## src/rtl/sdmap_pkg.sv

```systemverilog
package sdmap_pkg;

   localparam int CFG_W    = 8;
   localparam int SEL_W    = 2;
   localparam int EN_POS   = 7;
   localparam int RSV_POS  = 6;
   localparam int SRC_LSB  = 4;
   localparam int DS_POS   = 3;
   localparam int SWAP_POS = 2;
   localparam int MAX_LANES = 1 << SEL_W;

   typedef struct packed {
      logic             en;
      logic [SEL_W-1:0] src;
      logic             ds;
      logic             swap;
   } map_entry_t;

   function automatic map_entry_t decode_entry(input logic [CFG_W-1:0] w);
      map_entry_t e;
      e.en   = w[EN_POS];
      e.src  = w[SRC_LSB +: SEL_W];
      e.ds   = w[DS_POS];
      e.swap = w[SWAP_POS];
      return e;
   endfunction

   function automatic logic [CFG_W-1:0] encode_entry(input map_entry_t e,
                                                     input logic [SEL_W-1:0] idx);
      logic [CFG_W-1:0] r;
      r                   = '0;
      r[EN_POS]           = e.en;
      r[SRC_LSB +: SEL_W] = e.src;
      r[DS_POS]           = e.ds;
      r[SWAP_POS]         = e.swap;
      r[SEL_W-1:0]        = idx;
      return r;
   endfunction

endpackage

```

## src/rtl/sdmap_cfg.sv

```systemverilog
module sdmap_cfg
   import sdmap_pkg::*;
#(
   parameter int NUM_FIFOS = 4
) (
   input  logic                            clk,
   input  logic                            rst_n,
   input  logic                            cfg_we,
   input  logic [CFG_W-1:0]                cfg_wdata,
   input  logic [SEL_W-1:0]                cfg_rsel,
   output logic [CFG_W-1:0]                cfg_rdata,
   output map_entry_t [NUM_FIFOS-1:0]      tbl_o,
   output logic                            err_o,
   output logic                            ds_o
);

   map_entry_t [NUM_FIFOS-1:0] tbl_q;
   map_entry_t                 new_entry;
   logic [SEL_W-1:0]           tgt;
   logic                       tgt_in_range;
   logic                       lower_all_en;
   logic                       gap_hit;
   logic                       accept;
   logic                       err_q;
   logic                       unused_rsv;

   assign tgt        = cfg_wdata[SEL_W-1:0];
   assign new_entry  = decode_entry(cfg_wdata);
   assign unused_rsv = cfg_wdata[RSV_POS];

   // contiguity: every FIFO below the target must already be live
   always_comb begin
      lower_all_en = 1'b1;
      for (int i = 0; i < NUM_FIFOS; i++) begin
         if (i < int'(tgt) && !tbl_q[i].en) lower_all_en = 1'b0;
      end
   end

   assign tgt_in_range = int'(tgt) < NUM_FIFOS;
   assign gap_hit      = cfg_we & tgt_in_range & cfg_wdata[EN_POS] & ~lower_all_en;
   assign accept       = cfg_we & tgt_in_range & ~gap_hit;

   for (genvar g = 0; g < NUM_FIFOS; g++) begin : g_entry
      map_entry_t entry_w;

      if (g == 0) begin : g_ds_kept
         assign entry_w = new_entry;
      end else begin : g_ds_dropped
         always_comb begin
            entry_w    = new_entry;
            entry_w.ds = 1'b0;
         end
      end

      always_ff @(posedge clk) begin
         if (!rst_n) tbl_q[g] <= '0;
         else if (accept && tgt == SEL_W'(g)) tbl_q[g] <= entry_w;
      end

      assert_gap_keeps_entry_R7: assert property (@(posedge clk) disable iff (!rst_n)
         (gap_hit && tgt == SEL_W'(g)) |=> $stable(tbl_q[g]))
         else $error("rejected write changed entry %0d", g);

      assert_write_lands_R2: assert property (@(posedge clk) disable iff (!rst_n)
         (accept && tgt == SEL_W'(g)) |=>
            (tbl_q[g].en == $past(cfg_wdata[EN_POS]) &&
             tbl_q[g].src == $past(cfg_wdata[SRC_LSB +: SEL_W])))
         else $error("accepted write not stored in entry %0d", g);
   end

   always_ff @(posedge clk) begin
      if (!rst_n)       err_q <= 1'b0;
      else if (gap_hit) err_q <= 1'b1;
   end

   always_comb begin
      cfg_rdata = '0;
      for (int i = 0; i < NUM_FIFOS; i++) begin
         if (cfg_rsel == SEL_W'(i)) cfg_rdata = encode_entry(tbl_q[i], SEL_W'(i));
      end
   end

   assign tbl_o = tbl_q;
   assign err_o = err_q;
   assign ds_o  = tbl_q[0].en & tbl_q[0].ds;

   assert_gap_sets_err_R7: assert property (@(posedge clk) disable iff (!rst_n)
      gap_hit |=> err_q)
      else $error("gap write did not raise error");

   assert_err_sticky_R8: assert property (@(posedge clk) disable iff (!rst_n)
      err_q |=> err_q)
      else $error("error flag cleared without reset");

endmodule

```

## src/rtl/sdmap_route.sv

```systemverilog
module sdmap_route
   import sdmap_pkg::*;
#(
   parameter int NUM_PINS  = 4,
   parameter int SAMPLE_W  = 24,
   parameter bit HOLD_DATA = 1'b1,
   localparam int PAIR_W   = 2 * SAMPLE_W
) (
   input  logic                               clk,
   input  logic                               rst_n,
   input  map_entry_t                         entry_i,
   input  logic [NUM_PINS-1:0]                pin_valid_i,
   input  logic [NUM_PINS-1:0][SAMPLE_W-1:0]  pin_left_i,
   input  logic [NUM_PINS-1:0][SAMPLE_W-1:0]  pin_right_i,
   output logic                               we_o,
   output logic [PAIR_W-1:0]                  data_o
);

   logic                sel_v;
   logic [SAMPLE_W-1:0] sel_l;
   logic [SAMPLE_W-1:0] sel_r;
   logic [PAIR_W-1:0]   pair;
   logic                fire;
   logic                we_q;
   logic [PAIR_W-1:0]   data_q;

   always_comb begin
      sel_v = 1'b0;
      sel_l = '0;
      sel_r = '0;
      for (int p = 0; p < NUM_PINS; p++) begin
         if (entry_i.src == SEL_W'(p)) begin
            sel_v = pin_valid_i[p];
            sel_l = pin_left_i[p];
            sel_r = pin_right_i[p];
         end
      end
   end

   assign pair = entry_i.swap ? {sel_r, sel_l} : {sel_l, sel_r};
   assign fire = entry_i.en & sel_v;

   always_ff @(posedge clk) begin
      if (!rst_n) we_q <= 1'b0;
      else        we_q <= fire;
   end

   if (HOLD_DATA) begin : g_hold
      always_ff @(posedge clk) begin
         if (!rst_n)    data_q <= '0;
         else if (fire) data_q <= pair;
      end
   end else begin : g_free
      always_ff @(posedge clk) begin
         if (!rst_n) data_q <= '0;
         else        data_q <= pair;
      end
   end

   assign we_o   = we_q;
   assign data_o = data_q;

   assert_disabled_silent_R6: assert property (@(posedge clk) disable iff (!rst_n)
      !entry_i.en |=> !we_o)
      else $error("strobe from disabled entry");

   assert_strobe_needs_valid_R3: assert property (@(posedge clk) disable iff (!rst_n)
      we_o |-> $past(|pin_valid_i))
      else $error("strobe without any pin valid");

endmodule

```

## src/rtl/sdmap_router.sv

```systemverilog
module sdmap_router
   import sdmap_pkg::*;
#(
   parameter int NUM_PINS  = 4,
   parameter int NUM_FIFOS = 4,
   parameter int SAMPLE_W  = 24,
   parameter bit HOLD_DATA = 1'b1
) (
   input  logic                              clk,
   input  logic                              rst_n,
   input  logic                              cfg_we,
   input  logic [7:0]                        cfg_wdata,
   input  logic [1:0]                        cfg_rsel,
   output logic [7:0]                        cfg_rdata,
   input  logic [NUM_PINS-1:0]               pin_valid,
   input  logic [NUM_PINS*SAMPLE_W-1:0]      pin_left,
   input  logic [NUM_PINS*SAMPLE_W-1:0]      pin_right,
   output logic [NUM_FIFOS-1:0]              fifo_we,
   output logic [NUM_FIFOS*2*SAMPLE_W-1:0]   fifo_wdata,
   output logic                              map_err,
   output logic                              ds_req
);

   localparam int PAIR_W = 2 * SAMPLE_W;

   initial begin
      assert (NUM_PINS >= 1 && NUM_PINS <= MAX_LANES)
         else $error("NUM_PINS out of range");
      assert (NUM_FIFOS >= 1 && NUM_FIFOS <= MAX_LANES)
         else $error("NUM_FIFOS out of range");
      assert (SAMPLE_W >= 1)
         else $error("SAMPLE_W must be positive");
   end

   map_entry_t [NUM_FIFOS-1:0]            tbl;
   logic [NUM_PINS-1:0][SAMPLE_W-1:0]     left_2d;
   logic [NUM_PINS-1:0][SAMPLE_W-1:0]     right_2d;

   assign left_2d  = pin_left;
   assign right_2d = pin_right;

   sdmap_cfg #(
      .NUM_FIFOS (NUM_FIFOS)
   ) u_cfg (
      .clk       (clk),
      .rst_n     (rst_n),
      .cfg_we    (cfg_we),
      .cfg_wdata (cfg_wdata),
      .cfg_rsel  (cfg_rsel),
      .cfg_rdata (cfg_rdata),
      .tbl_o     (tbl),
      .err_o     (map_err),
      .ds_o      (ds_req)
   );

   for (genvar f = 0; f < NUM_FIFOS; f++) begin : g_lane
      sdmap_route #(
         .NUM_PINS  (NUM_PINS),
         .SAMPLE_W  (SAMPLE_W),
         .HOLD_DATA (HOLD_DATA)
      ) u_route (
         .clk         (clk),
         .rst_n       (rst_n),
         .entry_i     (tbl[f]),
         .pin_valid_i (pin_valid),
         .pin_left_i  (left_2d),
         .pin_right_i (right_2d),
         .we_o        (fifo_we[f]),
         .data_o      (fifo_wdata[f*PAIR_W +: PAIR_W])
      );
   end

   assert_ds_from_fifo0_R9: assert property (@(posedge clk) disable iff (!rst_n)
      ds_req |-> (cfg_rsel != 2'd0 || (cfg_rdata[7] && cfg_rdata[3])))
      else $error("down-sample request without live FIFO 0 entry");

endmodule

```

## config.mk

```make
export PLATFORM = sky130hd
export DESIGN_NAME = sdmap_router
export DESIGN_NICKNAME = d
export VERILOG_FILES = /design/src/rtl/sdmap_pkg.sv /design/src/rtl/sdmap_cfg.sv /design/src/rtl/sdmap_route.sv /design/src/rtl/sdmap_router.sv
export SDC_FILE = /design/constraint.sdc
export NUM_CORES = 1
export LEC_CHECK = 0
export BUFFER_PORTS_ARGS = -buffer_cell sky130_fd_sc_hd__buf_4
export CAP_MARGIN = 15
export CORE_ASPECT_RATIO = 0.7
export CORE_UTILIZATION = 53
export DETAILED_ROUTE_END_ITERATION = 7
export PLACE_DENSITY_LB_ADDON = 0.05
export SETUP_SLACK_MARGIN = 0.05
export SLEW_MARGIN = 20
export SYNTH_ARGS = -nofsm -noshare
export SYNTH_HDL_FRONTEND = slang
export SYNTH_SLANG_ARGS = --single-unit
```

## constraint.sdc

```tcl
create_clock -name clk -period 2.35 [get_ports clk]
set_input_delay 0.3525 -clock clk [delete_from_list [all_inputs] [get_ports clk]]
set_output_delay 0.3525 -clock clk [all_outputs]
set_load 0.1 [all_outputs]
```

==> results.yml, run 1 <==
floorplan:
  dieArea_um2: 27250
  std_cell_rows: 49
  fp.coreArea_um2: 25870
  ioPinCount: 415
  fp.dieW_um: 196.9
  die_y_um: 138.4
  initial_core_util: 0.5446
finish:
  final_net_count: 1734
  drive_above_1_share: 0.4569
  layout.cells.non_filler: 1900
  diodes: 0
  area_delta_synth_final_pct: 27.63
  utilization: 0.6951
logic_synthesis:
  synth.most_common_cell: "dfxtp_1"
  yosysWarnings: 0
  ys.flop_type: "dfxtp_1"
  synth_fp_nets: 1417
  synth_cell_types: 21
  avgSynthCellArea_um2: 11.66
  yosys.area.top_type: "mux4_2"
  synth-seq-cells: 214
  syn_inst: 1208
  synth_edf_count: 0
  netlist_area_um2: 14090
  synth_top_cell_area_share: 0.3324
  synth_top_cells_by_count: "dfxtp_1, mux2i_1, mux4_2, a21oi_1, o21ai_0"
  yosysSeqAreaShare: 0.3040
  synthArstFlopShare: 0
  ys_top_cells_by_area: "mux4_2, dfxtp_1, mux2i_1"
worst_setup_path:
  critPathKind: "flip-flop to output port"
  cp_common_cell: "buf_4"
  cp.buffers_inverters: 2
  cpMaxStageDelayCell: "mux4_2"
  cpPeakStageDelay_ns: 0.52
  crit_family: "multiplexers"
  crit_required_ns: 2.00
  cp_cell_sequence: "buf_4 > mux4_2 > buf_4"
  start_kind: "flip-flop"
  crit_fanout: 17
  worstSetupEndpointType: "output port"
  crit_arrival_ns: 1.89
clock_tree:
  insertion_delay_ns: 0.52
  cts_root_buffer: "clkbuf_16"
  htree_num_levels: 1
  cts_made_buffers: 24
  holdBufCountCts: 0
  cts_buffer_depth: 3
  clk_pin_slew_worst_paths_ns: 0.06
  cts_tree: "done"
  cts_sinks: 214
  cts_setup_buffers: 0
route:
  wl_met1_mm: 19.10
  wirelength_mm: 46.01
  highest_layer: "met4"
  drtAntennaViolNets: 0
  vias_per_cell: 6.428
  first_pass_iters: 6
  wl_per_cell_um: 24.22
  vias: 12214
  drcViolationCount: 0
  drt_iter0_drc: 949
  wl_met3_mm: 4.870
  wl_met2_mm: 20.98
sta:
  tightest_slew_ns: 0.9986
  period_share: 0.9560
  slew_headroom: 0.3343
  finalSetupTns_ns: 0
  final_max_slew_viol_count: 0
  grt_setup_unrepaired: "no"
  max_freq_mhz: 445.1
  hold_viol: 0
  setup_viol: 0
  whs_ns: 0.09668
  clock_skew_ns: 0.01392
  fin_crit_ns: 2.247
place:
  gp_congestion: 0.8634
  dpl.hpwl_mm: 32.23
  io_buffer_count: 412
  place_inst: 1855
global_routing:
  grt_pass1_vias: 11792
  antenna_found_initial: 0
  grt_use_total: 0.3326
  overflow: 0
  grt_max_degree: 99
  grt_first_pass_wirelength_mm: 69.62
hold_path:
  hp-class: "input pin to flip-flop"
power:
  ir_drop_mv: 0.4470
  p_leak_nw: 6.597
  fin_total_pwr_w: 0.009762
  power_density_nw_per_um2: 542.8
run_status:
  status: "finished clean"
job:
  maxCapViolCount: 0
## metal layers
metal  global-route usage  vias up
li1                     -     5418
met2               0.5098      644
met1               0.4748     6077
met3              0.08075       75
met4              0.08364        0
met5                    0        -
## sequential cells by signal, summed over array words and instances, names as in the netlist
register               cells
g_lane.u_route.we_o        4
g_lane.u_route.data_o    192
u_cfg.err_o                1
u_cfg.tbl_o               17
## power breakdown
part	switching (W)	internal, W	leakage (nW)
Combinational	0.00122	0.000886	4.45
Sequential	0.0000508	0.00369	1.74
Clock	0.00159	0.00232	0.407
## worst paths after layout
kind / startpoint / to / slack (ns) / cells after the start
min: cfg_wdata[3] / u_cfg.tbl_o[1]$_SDFFE_PN0P_ / 0.1 / 3
max reg2reg: u_cfg.tbl_o[12]$_SDFFE_PN0P_ / g_lane[2].u_route.data_o[38]$_SDFFE_PN0P_ / 0.34 / 4
max: u_cfg.tbl_o[18]$_SDFFE_PN0P_ / cfg_rdata[5] / 0.10 / 3
min reg2reg: u_cfg.err_o$_SDFFE_PN0P_ / u_cfg.err_o$_SDFFE_PN0P_ / 0.52 / 1
## cell families after synthesis
group,share of synthesized area
and+or+nand+nor,0.01545
other,0.0002661
AOI/OAI and AO/OA,0.1396
muxes,0.4809
buffers and inverters,0.05976
DFF,0.3040
## through the flow
step / setup WS, ns / area [um^2]
floorplan: 0.2160 / 14100
global placement: 0.4386 / 17140
detailed placement: 0.3676 / 17140
CTS: 0.05780 / 17960
global route: 0.07064 / 17980
finish: 0.1034 / 17980
## timing repair
item	CTS	global route
endpoints found under the setup margin	1	1
hold endpoints to repair	0	0
gates resized for setup	1	0
gates cloned	0	1
## final cells by class
class | instances | area, um^2
clock buffer | 35 | 713.2
fill | 2005 | 7888
tap | 357 | 446.7
sequential | 214 | 4319
multi-input combinational | 844 | 8980
clock inverter | 9 | 97.59
inverter | 2 | 7.507
timing repair buffer | 439 | 3421
## worst min-delay path, stage by stage
cell and delay (ns):
buf_4 0.08, mux2i_1 0.05, nor2b_1 0.10
## cells in the final DEF, fill, tap and decap left out, drive strengths merged
| cell | synthesis | layout |
|---|---|---|
| nor3b | 2 | 2 |
| nand3 | 2 | 2 |
| and2 | 5 | 5 |
| nand3b | 1 | 1 |
| mux2i | 209 | 209 |
| conb | 1 | 1 |
| o21ai | 194 | 194 |
| inv | 2 | 4 |
| and3 | 4 | 4 |
| bufinv | 0 | 2 |
| clkbuf | 83 | 36 |
| buf | 65 | 438 |
| dfxtp | 214 | 214 |
| o21a | 1 | 1 |
| a211oi | 1 | 1 |
| clkinv | 0 | 5 |
| nand2 | 3 | 3 |
| a21oi | 195 | 195 |
| nor2b | 18 | 18 |
| mux4 | 208 | 208 |
(Power assumes the default switching activity.)
==> inputs of run 2 (changes only) <==
--- a/config.mk
+++ b/config.mk
@@ -11,6 +11,7 @@
 export CORE_UTILIZATION = 53
 export DETAILED_ROUTE_END_ITERATION = 7
 export PLACE_DENSITY_LB_ADDON = 0.05
+export RECOVER_POWER = 50
 export SETUP_SLACK_MARGIN = 0.05
 export SLEW_MARGIN = 20
 export SYNTH_ARGS = -nofsm -noshare
==> run 2 against run 1 <==
Worst setup slack hardly changed. Hold slack lost 0.0019 ns. Global-route usage did not move. Clock skew shrank 0.0021 ns. Final cell count stayed put. Critical path depth stayed put. Utilization decreased by 2.0 points. Sequential power barely moved. Sequential share of layout area up 0.68 points. Critical path type unchanged. Critical endpoint unchanged. Largest power group unchanged. Highest routed layer unchanged.
==> results.yml, run 2 (same netlist as run 1, synthesis figures left out) <==
global_routing:
  grt_max_degree: 99
  overflow: 0
  grt_first_pass_wirelength_mm: 69.62
  grt_pass1_vias: 11792
  antenna_found_initial: 0
  grt_use_total: 0.3326
floorplan:
  fp.coreArea_um2: 25870
  dieArea_um2: 27250
  initial_core_util: 0.5446
  fp.dieW_um: 196.9
  die_y_um: 138.4
  std_cell_rows: 49
  ioPinCount: 415
finish:
  layout.cells.non_filler: 1900
  largest_reg_flops: 192
  area_delta_synth_final_pct: 24.03
  regArea_um2: 4315
  drive_above_1_share: 0.4517
  multi_input_area_um2: 8970
  final_net_count: 1734
  utilization: 0.6755
  fillerInstances: 2135
  mostFrequentLayoutCells: "buf_4, mux2i_1, mux4_2"
  diodes: 0
  final_common_cell: "buf_4"
sta:
  slew_headroom: 0.2280
  clock_skew_ns: 0.01184
  grt_setup_unrepaired: "no"
  hold_viol: 0
  fin_crit_ns: 2.247
  max_freq_mhz: 445.0
  whs_ns: 0.09478
  finalSetupTns_ns: 0
  setup_viol: 0
  period_share: 0.9562
  worst_slack_ns: 0.1029
  final_max_slew_viol_count: 0
  tightest_slew_ns: 1.163
route:
  first_pass_iters: 7
  vias: 12223
  drcViolationCount: 0
  drtAntennaViolNets: 0
  vias_per_cell: 6.433
  drt_iter0_drc: 922
  wl_per_cell_um: 24.20
  wirelength_mm: 45.99
clock_tree:
  htree_num_levels: 1
  cts_made_buffers: 24
  cts_setup_buffers: 0
  cts_tree: "done"
  cts_buffer_depth: 3
  insertion_delay_ns: 0.52
  cts_root_buffer: "clkbuf_16"
  clk_pin_slew_worst_paths_ns: 0.06
  cts_sinks: 214
  holdBufCountCts: 0
place:
  dpl.hpwl_mm: 32.23
  io_buffer_count: 412
  place_inst: 1855
  gp_congestion: 0.8634
  pre_cts_ws_ns: 0.3676
power:
  ir_drop_mv: 0.4471
  pwr-share-seq: 0.385
  p_leak_nw: 6.422
  swShare: 0.2936
  power_density_nw_per_um2: 555.9
  total_switching_power_w: 0.002852
  internal_power_w: 0.006863
  clock_power_share: 0.402
  comb_power_share: 0.213
hold_path:
  min_from: "cfg_wdata[3]"
  hold_depth: 3
  hp-class: "input pin to flip-flop"
  min_delay_worst_endpoint: "u_cfg.tbl_o[1]$_SDFFE_PN0P_"
worst_setup_path:
  cp_common_cell: "buf_4"
  cpPeakStageDelay_ns: 0.52
  crit_family: "multiplexers"
  crit_required_ns: 2.00
  critPathKind: "flip-flop to output port"
  worstSetupEndpointType: "output port"
  crit_fanout: 17
  r2r-start: "u_cfg.tbl_o[12]$_SDFFE_PN0P_"
  r2r_cells: 4
  cp.buffers_inverters: 2
  cp_cell_sequence: "buf_4 > mux4_2 > buf_4"
  reg2reg_to: "g_lane[2].u_route.data_o[38]$_SDFFE_PN0P_"
  r2r_slack_ns: 0.32
  crit_arrival_ns: 1.89
  start_kind: "flip-flop"
  cpMaxStageDelayCell: "mux4_2"
job:
  maxCapViolCount: 0
run_status:
  status: "finished clean"
==> run 2: final cells by class <==
cell class / instances / area share
Timing Repair Buffer: 439 / 0.1675
Tap cell: 357 / 0.02556
Inverter: 2 / 0.0004296
Sequential cell: 214 / 0.2469
Multi-Input combinational cell: 844 / 0.5132
Clock inverter: 9 / 0.005584
Clock buffer: 35 / 0.04081
==> run 2: worst max path at each step <==
stage / startpoint / to / slack, ns / cells past startpoint
after detailed placement: pin_valid[3] / g_lane[2].u_route.data_o[5]$_SDFFE_PN0P_ / 0.37 / 5
final: u_cfg.tbl_o[18]$_SDFFE_PN0P_ / cfg_rdata[5] / 0.10 / 3
after floorplan: cfg_rsel[0] / cfg_rdata[3] / 0.22 / 2
after CTS: u_cfg.tbl_o[12]$_SDFFE_PN0P_ / cfg_rdata[4] / 0.06 / 3
after global placement: pin_valid[3] / g_lane[2].u_route.data_o[31]$_SDFFE_PN0P_ / 0.44 / 5
after global routing: u_cfg.tbl_o[18]$_SDFFE_PN0P_ / cfg_rdata[5] / 0.07 / 3
==> run 2: timing repair <==
action,CTS,global route
gates cloned,0,1
gates resized for setup,1,0
endpoints found under the hold margin,0,0
endpoints found under the setup margin,1,1
==> run 2: through the flow <==
stage                     cell area [um^2]  total power [W]
final                                17480         0.009715
after global placement               17140         0.005873
after global routing                 17480          0.01005
after CTS                            17960         0.009794
after detailed placement             17140         0.005905
after floorplan                      14100         0.005203
==> run 2: power groups by stage <==
stage	logic (W)	registers, W	clock network [W]
floorplan	0.000957	0.00425	0
global placement	0.00205	0.00382	0
detailed placement	0.00208	0.00382	0
CTS	0.00209	0.00374	0.00396
global route	0.00218	0.00375	0.00412
finish	0.00207	0.00374	0.00390
==> run 2: worst reg2reg max path: cells and delay by family, from the launching register on <==
family | cells | cell delay [ns]
AND/OR/NAND/NOR | 1 | 0.79
multiplexers | 1 | 0.34
flip-flops | 1 | 0.37
AO/OA/AOI/OAI | 2 | 0.46
==> run 2: layer usage <==
metal / vias up / track usage / share of wire
met4: 0 / 0.08364 / 0.023
met2: 631 / 0.5098 / 0.46
li1: 5425 / - / -
met3: 67 / 0.08075 / 0.10
met5: - / 0 / 0
met1: 6100 / 0.4748 / 0.42
==> inputs of run 3 (changes only) <==
--- a/config.mk
+++ b/config.mk
@@ -8,7 +8,8 @@
 export BUFFER_PORTS_ARGS = -buffer_cell sky130_fd_sc_hd__buf_4
 export CAP_MARGIN = 15
 export CORE_ASPECT_RATIO = 0.7
-export CORE_UTILIZATION = 53
+export CORE_UTILIZATION = 54
+export CTS_BUF_LIST = sky130_fd_sc_hd__clkbuf_8
 export DETAILED_ROUTE_END_ITERATION = 7
 export PLACE_DENSITY_LB_ADDON = 0.05
 export RECOVER_POWER = 50
==> run 3 against run 2 <==
Cell area is essentially flat. Highest routed layer unchanged. Utilization up 0.68 points. Flip-flop and latch count is the same. Non-clock buffer count up 9. Critical endpoint unchanged. Largest cell class unchanged. Power fell by 3.1%.
==> results.yml, run 3 (same netlist as run 1, synthesis figures left out) <==
run_status:
  status: "finished clean"
sta:
  finalSetupTns_ns: 0
  grt_setup_unrepaired: "yes"
  max_freq_mhz: 444.7
  setup_viol: 0
  fin_crit_ns: 2.249
  period_share: 0.9569
  clock_skew_ns: 0.01463
  slew_headroom: 0.2165
  hold_viol: 0
  final_max_slew_viol_count: 0
  tightest_slew_ns: 1.180
power:
  power_density_nw_per_um2: 538.6
  p_leak_nw: 6.527
  fin_total_pwr_w: 0.009417
  ir_drop_mv: 0.3507
floorplan:
  ioPinCount: 415
  initial_core_util: 0.5498
  fp.dieW_um: 195.1
  std_cell_rows: 49
  die_y_um: 137.2
  fp.coreArea_um2: 25630
  dieArea_um2: 26750
finish:
  area_delta_synth_final_pct: 24.08
  final_net_count: 1756
  final_common_cell: "buf_4"
  diodes: 0
  mostFrequentLayoutCells: "buf_4, mux2i_1, mux4_2"
  drive_above_1_share: 0.4607
  largest_reg_flops: 192
job:
  maxCapViolCount: 0
global_routing:
  grt_first_pass_wirelength_mm: 70.63
  overflow: 0
  antenna_found_initial: 0
  grt_use_total: 0.3482
  grt_pass1_vias: 11683
  grt_max_degree: 97
worst_setup_path:
  crit_required_ns: 2.00
  crit_arrival_ns: 1.90
  cpPeakStageDelay_ns: 0.48
  cp_cell_sequence: "buf_12 > mux4_2 > buf_4"
  crit_fanout: 18
  cpMaxStageDelayCell: "mux4_2"
  worstSetupEndpointType: "output port"
  start_kind: "flip-flop"
  critPathKind: "flip-flop to output port"
clock_tree:
  cts_tree: "done"
  cts_setup_buffers: 0
  insertion_delay_ns: 0.54
  cts_made_buffers: 37
  htree_num_levels: 2
  cts_sinks: 214
  cts_root_buffer: "clkbuf_8"
  clk_pin_slew_worst_paths_ns: 0.06
  holdBufCountCts: 0
  cts_buffer_depth: 3
route:
  wl_per_cell_um: 24.58
  drt_iter0_drc: 1027
  drtAntennaViolNets: 0
  drcViolationCount: 0
  wirelength_mm: 46.88
  first_pass_iters: 6
  vias: 12428
  vias_per_cell: 6.517
hold_path:
  hp-class: "input pin to flip-flop"
place:
  io_buffer_count: 412
  gp_congestion: 0.8620
  dpl.hpwl_mm: 32.98
-- run 3: worst paths after layout --
path,from,to,slack (ns),cells after the start
setup reg to reg,u_cfg.tbl_o[13]$_SDFFE_PN0P_,g_lane[2].u_route.data_o[10]$_SDFFE_PN0P_,0.19,4
hold reg to reg,u_cfg.err_o$_SDFFE_PN0P_,u_cfg.err_o$_SDFFE_PN0P_,0.51,1
setup / recovery,u_cfg.tbl_o[8]$_SDFFE_PN0P_,cfg_rdata[5],0.10,3
hold / removal,cfg_wdata[3],u_cfg.tbl_o[1]$_SDFFE_PN0P_,0.11,3
-- run 3: layout make-up --
| class | instances | area, um^2 |
|---|---|---|
| Fill cell | 2014 | 8143 |
| Sequential cell | 214 | 4319 |
| Clock buffer | 52 | 715.7 |
| Clock inverter | 16 | 65.06 |
| Multi-Input combinational cell | 844 | 8974 |
| Inverter | 2 | 7.507 |
| Tap cell | 331 | 414.1 |
| Timing Repair Buffer | 448 | 2989 |
-- run 3: stage by stage --
step	std cells	hold slack (ns)	setup WS, ns	cell area (um^2)	util
after detailed placement	1838	0.4943	0.2528	17150	0.6692
after floorplan	1208	0.4789	0.2160	14100	-
final	1907	0.1123	0.1013	17480	0.6823
after global placement	1838	0.4886	0.3350	17150	0.6692
after global routing	1907	0.08989	0.04250	17480	0.6823
after CTS	1907	0.08600	0.04272	17970	0.7013
-- run 3: repair_timing --
action                                  4_1_cts  5_1_grt
resized for setup                             2        1
gates cloned                                  1        0
endpoints found under the setup margin        2        2
pin swaps                                     0        0
-- run 3: power by group --
part / internal, W / switching (W) / total, W
logic: 0.000850 / 0.00122 / 0.00207
registers: 0.00369 / 0.0000621 / 0.00375
clock network: 0.00196 / 0.00163 / 0.00359
total: 0.00650 / 0.00292 / 0.00942
-- run 3: metal layers --
metal  share of wire  wire length, um  track usage  vias to the layer above
li1                -                -            -                     5472
met1            0.41            19220       0.4858                     6158
met2            0.46            21430       0.5359                      724
met3            0.11             5137      0.09118                       74
met4           0.023             1085       0.1015                        0
met5               0                0            0                        -
-- run 3: critical path: cells and delay by family (launching register included) --
family	cells	cell delay, ns
muxes	1	0.48
buffers and inverters	2	0.46
DFF	1	0.41
